File: src/rtl/pc_pkg.sv
package pc_pkg;
  localparam int unsigned PC_W_DEF   = 13;
  localparam int unsigned PHYS_W_DEF = 11;

  typedef enum logic [2:0] {
    SEL_HOLD,
    SEL_RST,
    SEL_IRQ,
    SEL_LOAD,
    SEL_INC
  } pc_sel_e;
endpackage

File: src/rtl/prog_ctr_next.sv
module prog_ctr_next import pc_pkg::*; #(
  parameter int unsigned PC_W = PC_W_DEF,
  parameter logic [PC_W-1:0] RST_VEC = '0,
  parameter logic [PC_W-1:0] INT_VEC = PC_W'(4)
) (
  input  logic            sync_rst_i,
  input  logic            irq_ack_i,
  input  logic            load_en_i,
  input  logic [PC_W-1:0] load_addr_i,
  input  logic            inc_en_i,
  input  logic [PC_W-1:0] pc_i,
  output logic [PC_W-1:0] pc_nxt_o,
  output logic [PC_W-1:0] pc_inc_o,
  output pc_sel_e         sel_o
);
  localparam logic [PC_W-1:0] ONE = PC_W'(1);

  assign pc_inc_o = pc_i + ONE;  // modulo 2^PC_W

  always_comb begin
    if (sync_rst_i)     sel_o = SEL_RST;
    else if (irq_ack_i) sel_o = SEL_IRQ;
    else if (load_en_i) sel_o = SEL_LOAD;
    else if (inc_en_i)  sel_o = SEL_INC;
    else                sel_o = SEL_HOLD;
  end

  always_comb begin
    unique case (sel_o)
      SEL_RST:  pc_nxt_o = RST_VEC;
      SEL_IRQ:  pc_nxt_o = INT_VEC;
      SEL_LOAD: pc_nxt_o = load_addr_i;
      SEL_INC:  pc_nxt_o = pc_inc_o;
      default:  pc_nxt_o = pc_i;
    endcase
  end
endmodule

File: src/rtl/prog_ctr_reg.sv
module prog_ctr_reg import pc_pkg::*; #(
  parameter int unsigned PC_W = PC_W_DEF,
  parameter logic [PC_W-1:0] RST_VEC = '0,
  parameter logic [PC_W-1:0] INT_VEC = PC_W'(4)
) (
  input  logic            clk_i,
  input  logic            rst_ni,
  input  logic            sync_rst_i,
  input  logic            irq_ack_i,
  input  logic            load_en_i,
  input  logic [PC_W-1:0] load_addr_i,
  input  logic            inc_en_i,
  input  logic [PC_W-1:0] pc_nxt_i,
  input  logic [PC_W-1:0] pc_inc_i,
  input  pc_sel_e         sel_i,
  output logic [PC_W-1:0] pc_o,
  output logic            ret_valid_o,
  output logic [PC_W-1:0] ret_addr_o
);
  localparam logic [PC_W-1:0] ONE = PC_W'(1);

  always_ff @(posedge clk_i or negedge rst_ni) begin
    if (!rst_ni) pc_o <= RST_VEC;
    else         pc_o <= pc_nxt_i;
  end

  // return address captured only on an accepted interrupt
  always_ff @(posedge clk_i or negedge rst_ni) begin
    if (!rst_ni) begin
      ret_valid_o <= 1'b0;
      ret_addr_o  <= '0;
    end else begin
      ret_valid_o <= (sel_i == SEL_IRQ);
      if (sel_i == SEL_IRQ) ret_addr_o <= pc_inc_i;
    end
  end

  p_sync_rst_r2: assert property (@(posedge clk_i) disable iff (!rst_ni)
    sync_rst_i |=> (pc_o == RST_VEC) && !ret_valid_o);

  p_irq_vec_r3: assert property (@(posedge clk_i) disable iff (!rst_ni)
    (irq_ack_i && !sync_rst_i) |=> pc_o == INT_VEC);

  p_ret_addr_r4: assert property (@(posedge clk_i) disable iff (!rst_ni)
    (irq_ack_i && !sync_rst_i) |=> ret_valid_o && (ret_addr_o == $past(pc_o) + ONE));

  p_ret_pulse_r4: assert property (@(posedge clk_i) disable iff (!rst_ni)
    !(irq_ack_i && !sync_rst_i) |=> !ret_valid_o);

  p_load_r5: assert property (@(posedge clk_i) disable iff (!rst_ni)
    (load_en_i && !irq_ack_i && !sync_rst_i) |=> pc_o == $past(load_addr_i));

  p_inc_r6: assert property (@(posedge clk_i) disable iff (!rst_ni)
    (inc_en_i && !load_en_i && !irq_ack_i && !sync_rst_i) |=> pc_o == $past(pc_o) + ONE);

  p_hold_r7: assert property (@(posedge clk_i) disable iff (!rst_ni)
    !(inc_en_i || load_en_i || irq_ack_i || sync_rst_i) |=> $stable(pc_o));
endmodule

File: src/rtl/prog_ctr_fold.sv
module prog_ctr_fold #(
  parameter int unsigned PC_W   = 13,
  parameter int unsigned PHYS_W = 11
) (
  input  logic [PC_W-1:0]   pc_i,
  output logic [PHYS_W-1:0] fetch_addr_o
);
  generate
    if (PHYS_W >= PC_W) begin : g_full
      assign fetch_addr_o = PHYS_W'(pc_i);
    end else begin : g_wrap
      // upper bits dropped: addresses above the physical region alias onto it
      assign fetch_addr_o = pc_i[PHYS_W-1:0];
    end
  endgenerate
endmodule

File: src/rtl/prog_ctr.sv
module prog_ctr import pc_pkg::*; #(
  parameter int unsigned PC_W   = PC_W_DEF,
  parameter int unsigned PHYS_W = PHYS_W_DEF,
  parameter logic [PC_W-1:0] RST_VEC = '0,
  parameter logic [PC_W-1:0] INT_VEC = PC_W'(4)
) (
  input  logic              clk_i,
  input  logic              rst_ni,
  input  logic              sync_rst_i,
  input  logic              irq_ack_i,
  input  logic              load_en_i,
  input  logic [PC_W-1:0]   load_addr_i,
  input  logic              inc_en_i,
  output logic [PC_W-1:0]   pc_o,
  output logic [PHYS_W-1:0] fetch_addr_o,
  output logic              ret_valid_o,
  output logic [PC_W-1:0]   ret_addr_o
);
  logic [PC_W-1:0] pc_nxt, pc_inc;
  pc_sel_e         sel;

  prog_ctr_next #(.PC_W(PC_W), .RST_VEC(RST_VEC), .INT_VEC(INT_VEC)) u_next (
    .sync_rst_i (sync_rst_i),
    .irq_ack_i  (irq_ack_i),
    .load_en_i  (load_en_i),
    .load_addr_i(load_addr_i),
    .inc_en_i   (inc_en_i),
    .pc_i       (pc_o),
    .pc_nxt_o   (pc_nxt),
    .pc_inc_o   (pc_inc),
    .sel_o      (sel)
  );

  prog_ctr_reg #(.PC_W(PC_W), .RST_VEC(RST_VEC), .INT_VEC(INT_VEC)) u_reg (
    .clk_i      (clk_i),
    .rst_ni     (rst_ni),
    .sync_rst_i (sync_rst_i),
    .irq_ack_i  (irq_ack_i),
    .load_en_i  (load_en_i),
    .load_addr_i(load_addr_i),
    .inc_en_i   (inc_en_i),
    .pc_nxt_i   (pc_nxt),
    .pc_inc_i   (pc_inc),
    .sel_i      (sel),
    .pc_o       (pc_o),
    .ret_valid_o(ret_valid_o),
    .ret_addr_o (ret_addr_o)
  );

  prog_ctr_fold #(.PC_W(PC_W), .PHYS_W(PHYS_W)) u_fold (
    .pc_i        (pc_o),
    .fetch_addr_o(fetch_addr_o)
  );

  p_fold_wrap_r8: assert property (@(posedge clk_i) disable iff (!rst_ni)
    (inc_en_i && !load_en_i && !irq_ack_i && !sync_rst_i && (&fetch_addr_o))
      |=> fetch_addr_o == '0);
endmodule

File: config.mk
export PLATFORM = sky130hd
export DESIGN_NAME = prog_ctr
export DESIGN_NICKNAME = d
export VERILOG_FILES = /design/src/rtl/pc_pkg.sv /design/src/rtl/prog_ctr_next.sv /design/src/rtl/prog_ctr_reg.sv /design/src/rtl/prog_ctr_fold.sv /design/src/rtl/prog_ctr.sv
export SDC_FILE = /design/constraint.sdc
export NUM_CORES = 1
export LEC_CHECK = 0
export BUFFER_PORTS_ARGS = -buffer_cell sky130_fd_sc_hd__buf_2
export CAP_MARGIN = 20
export CORE_MARGIN = 3
export CORE_UTILIZATION = 48
export CTS_BUF_LIST = sky130_fd_sc_hd__clkbuf_8 sky130_fd_sc_hd__clkbuf_16
export DETAILED_ROUTE_END_ITERATION = 10
export MAX_ROUTING_LAYER = met4
export PLACE_DENSITY = 0.83
export SYNTH_ARGS = -nofsm -noshare
export SYNTH_HDL_FRONTEND = slang
export SYNTH_SLANG_ARGS = --single-unit
File: constraint.sdc
create_clock -name clk_i -period 1.9 [get_ports clk_i]
set_input_delay 0.285 -clock clk_i [delete_from_list [all_inputs] [get_ports clk_i]]
set_output_delay 0.285 -clock clk_i [all_outputs]
set_load 0.02 [all_outputs]
==> flow_summary_export.csv <==
group,metric,value,unit
power,clockPowerShare,0.281,
flow_run,cap_violations,0,
routing,drc,0,
worst_setup_path,required,2060,ps
clocking,clk_path_buf_depth,2,
timing,max_slew.worst_pin.slew,577,ps
clocking,cts_buffers,3,
synth,synthTopCellsByArea,"dfrtp_1 47%, xnor2_1 7.3%, buf_4 6.2%",
synth,yosys.area_share.adder,0.00865,
global_routing,antenna_found_initial,0,
placement,io_buffers,56,
synth,synth_compound_area_frac,0.133,
global_routing,grt_pass1_vias,1188,
timing,rsz0062_at_grt,"no",
die,core_region_area,2810,µm²
synth,async_reset_ff_frac,1.00,
timing,setup-tns-final,0,ps
die,die_h,60.9,µm
routing,wirelength,3480,µm
clocking,cts-root-buf,"clkbuf_8",
worst_setup_path,r2r-start,"u_reg.pc_o[1]$_DFFE_PN0P_",
clocking,cts_tree,"done",
die,die_w,60.9,µm
worst_setup_path,r2r_cells,5,
routing,num_vias,1226,
clocking,clock_latency,280,ps
synth,ys_ff_latch,27,
timing,hold_ws,-6.20,ps
routing,dr.pass1.iters,4,
worst_setup_path,r2r_slack,220,ps
synth,syn_area_per_cell,9.71,µm²
worst_hold_path,worstHoldPathType,"in -> async",
synth,synth-simple-area-share,0.165,
timing,final-hold-violation-count,22,
power,p_switching,0.359,mW
timing,min_period,1680,ps
timing,fmax,597,MHz
final_layout,syn_to_final_growth,18.5,%
power,swShare,0.301,
final_layout,n_fill_cell,235,
clocking,hold_buffers,0,
placement,routabilityCongestion,0.913,
synth,syn_inst,149,
power,cellLeakagePower,0.845,nW
final_layout,drive_gt1_frac,0.370,
synth,synthesis.area,1450,µm²
worst_setup_path,cp.arrival,1840,ps
timing,timing.final.crit_share,0.882,
synth,synth_mux_area_frac,0.0285,
die,ios,57,
synth,seq_area_frac_synth,0.467,
outcome,status,"finished, violations left",
global_routing,grt_start_max_net_pins,28,
power,combPwrFrac,0.184,
final_layout,fin_cells,223,
clocking,cts_resized,0,
power,power.total,1.19,mW
power,pwr-share-seq,0.535,
synth,synth_edf_count,0,
routing,drtIter0Drc,46,
worst_setup_path,worstPathMaxFanout,6,
timing,final.setup_skew,5.35,ps
final_layout,final_nets,213,
timing,relSlewSlack,0.615,
power,internal-power,0.836,mW
synth,synth_top_family_by_area,"simple AND/OR/NAND/NOR gates",
worst_setup_path,worstReg2RegEnd,"u_reg.pc_o[12]$_DFFE_PN0P_",
worst_setup_path,worst_setup_path_end_kind,"flip-flop",
die,die_area,3710,µm²
global_routing,grt_first_pass_wirelength,5480,µm
clocking,path_clk_slew,100,ps
clocking,post_cts_buffers,0,
global_routing,overflow,0,
synth,synth-warning-count,0,
final_layout,register_area,676,µm²
synth,yosysTopAreaCell,"dfrtp_1",
final_layout,diodes,0,
die,start_util,0.516,
synth,synth_xor_xnor_area_share,0.0969,
global_routing,track_usage,0.208,
outcome,failed_checks,"hold timing",
placement,dp_cells,219,
routing,ant_nets,0,
timing,slew_violations,0,
worst_setup_path,startpoint,"u_reg.pc_o[1]$_DFFE_PN0P_",
synth,synth.net_count,169,
power,peakVddDrop,0.344,mV
synth,synthFlopType,"dfrtp_1",
timing,setup_viol,0,
routing,viasPerCell,5.50,
routing,avgRoutedWirePerCell,15.6,µm
worst_setup_path,timing_worst_setup_path_type,"reg -> reg",
die,rows,19,
synth,yosysTopAreaCellShare,0.467,
final_layout,multi_input_area,626,µm²
clocking,h-tree-depth,1,
worst_setup_path,setup.worst_path.start_class,"flip-flop",
synth,ys_types,31,
placement,dp_hpwl,2610,µm
power,p_per_area,697,nW/µm²
clocking,cts_sinks,27,
## power groups by stage
stage | Combinational (mW) | Clock (mW) | Sequential, mW
final | 0.219 | 0.336 | 0.639
after floorplan | 0.104 | 0 | 0.686
after global placement | 0.214 | 0 | 0.648
after global routing | 0.240 | 0.357 | 0.645
after CTS | 0.221 | 0.337 | 0.639
after detailed placement | 0.220 | 0 | 0.650
## cell type report
cell class                 instances  area share
clock inverter                     1     0.00438
clock buffer                       3      0.0241
multi-input combinational         96       0.365
tap                               31      0.0226
sequential                        27       0.394
inverter                           6      0.0131
timing repair buffer              59       0.177
## synth_stat cells (4+ instances only)
cell and n:
o21ai_0 8, o21ai_1 4, nand2_1 14, inv_1 6, xnor2_1 12, a21oi_1 4
a22oi_1 6, xor2_1 4, nand4_1 4, buf_4 12, o22ai_1 7, clkbuf_1 5
dfrtp_1 27, nor2_1 9
## stage by stage
stage | util | cell area [µm²] | setup slack (ps)
finish | 0.611 | 1710 | 224
global route | 0.611 | 1710 | 64.1
CTS | 0.611 | 1710 | 239
detailed placement | 0.594 | 1670 | 256
global placement | 0.594 | 1670 | 377
floorplan | - | 1450 | 235
## state kept, by name, indices dropped and copies added, names as in the netlist
name / cells
u_reg.pc_o: 13
u_reg.ret_valid_o: 1
u_reg.ret_addr_o: 13
## how the worst max path moves through the flow
stage / to / slack [ps] / cells past startpoint
2_1_floorplan: u_reg.pc_o[12]$_DFFE_PN0P_ / 230 / 5
3_3_place_gp: u_reg.pc_o[12]$_DFFE_PN0P_ / 380 / 5
3_5_place_dp: u_reg.pc_o[12]$_DFFE_PN0P_ / 260 / 5
4_1_cts: u_reg.pc_o[12]$_DFFE_PN0P_ / 240 / 5
5_1_grt: u_reg.pc_o[12]$_DFFE_PN0P_ / 60 / 5
6_report: u_reg.pc_o[12]$_DFFE_PN0P_ / 220 / 5
## worst max-delay path, cell delays in order, from the launching register on
cell and delay [ps]:
dfrtp_1 470, ha_1 330, nand3_2 170, nor4_2 300, xnor2_1 180, o22ai_1 110
## routing by layer
| metal | wire [µm] | share of wire | GRT usage |
|---|---|---|---|
| met1 | 1390 | 0.40 | 0.261 |
| met3 | 211 | 0.061 | 0.0170 |
| met2 | 1780 | 0.51 | 0.336 |
| met5 | 0 | 0 | - |
| met4 | 99 | 0.028 | 0.102 |
## logic make-up (layout without fill, tap and decap cells)
group / count (synthesis) / after routing
AO/OA/AOI/OAI: 32 / 32
XOR/XNOR: 16 / 16
adder cells (fa/ha/maj): 1 / 1
buffers and inverters: 26 / 69
flip-flops: 27 / 27
multiplexers: 4 / 4
AND/OR/NAND/NOR: 43 / 43
## placed cells by master (no fill, tap or decap), types with 4 or more instances in the layout
master | netlist | routed
a21oi_1 | 4 | 4
a22oi_1 | 6 | 6
buf_2 | 2 | 56
dfrtp_1 | 27 | 27
inv_1 | 6 | 6
nand2_1 | 14 | 14
nand4_1 | 4 | 4
nor2_1 | 9 | 9
o21ai_0 | 8 | 8
o21ai_1 | 4 | 4
o22ai_1 | 7 | 7
xnor2_1 | 12 | 12
xor2_1 | 4 | 4
No activity file was read; power rests on OpenSTA's default activity.
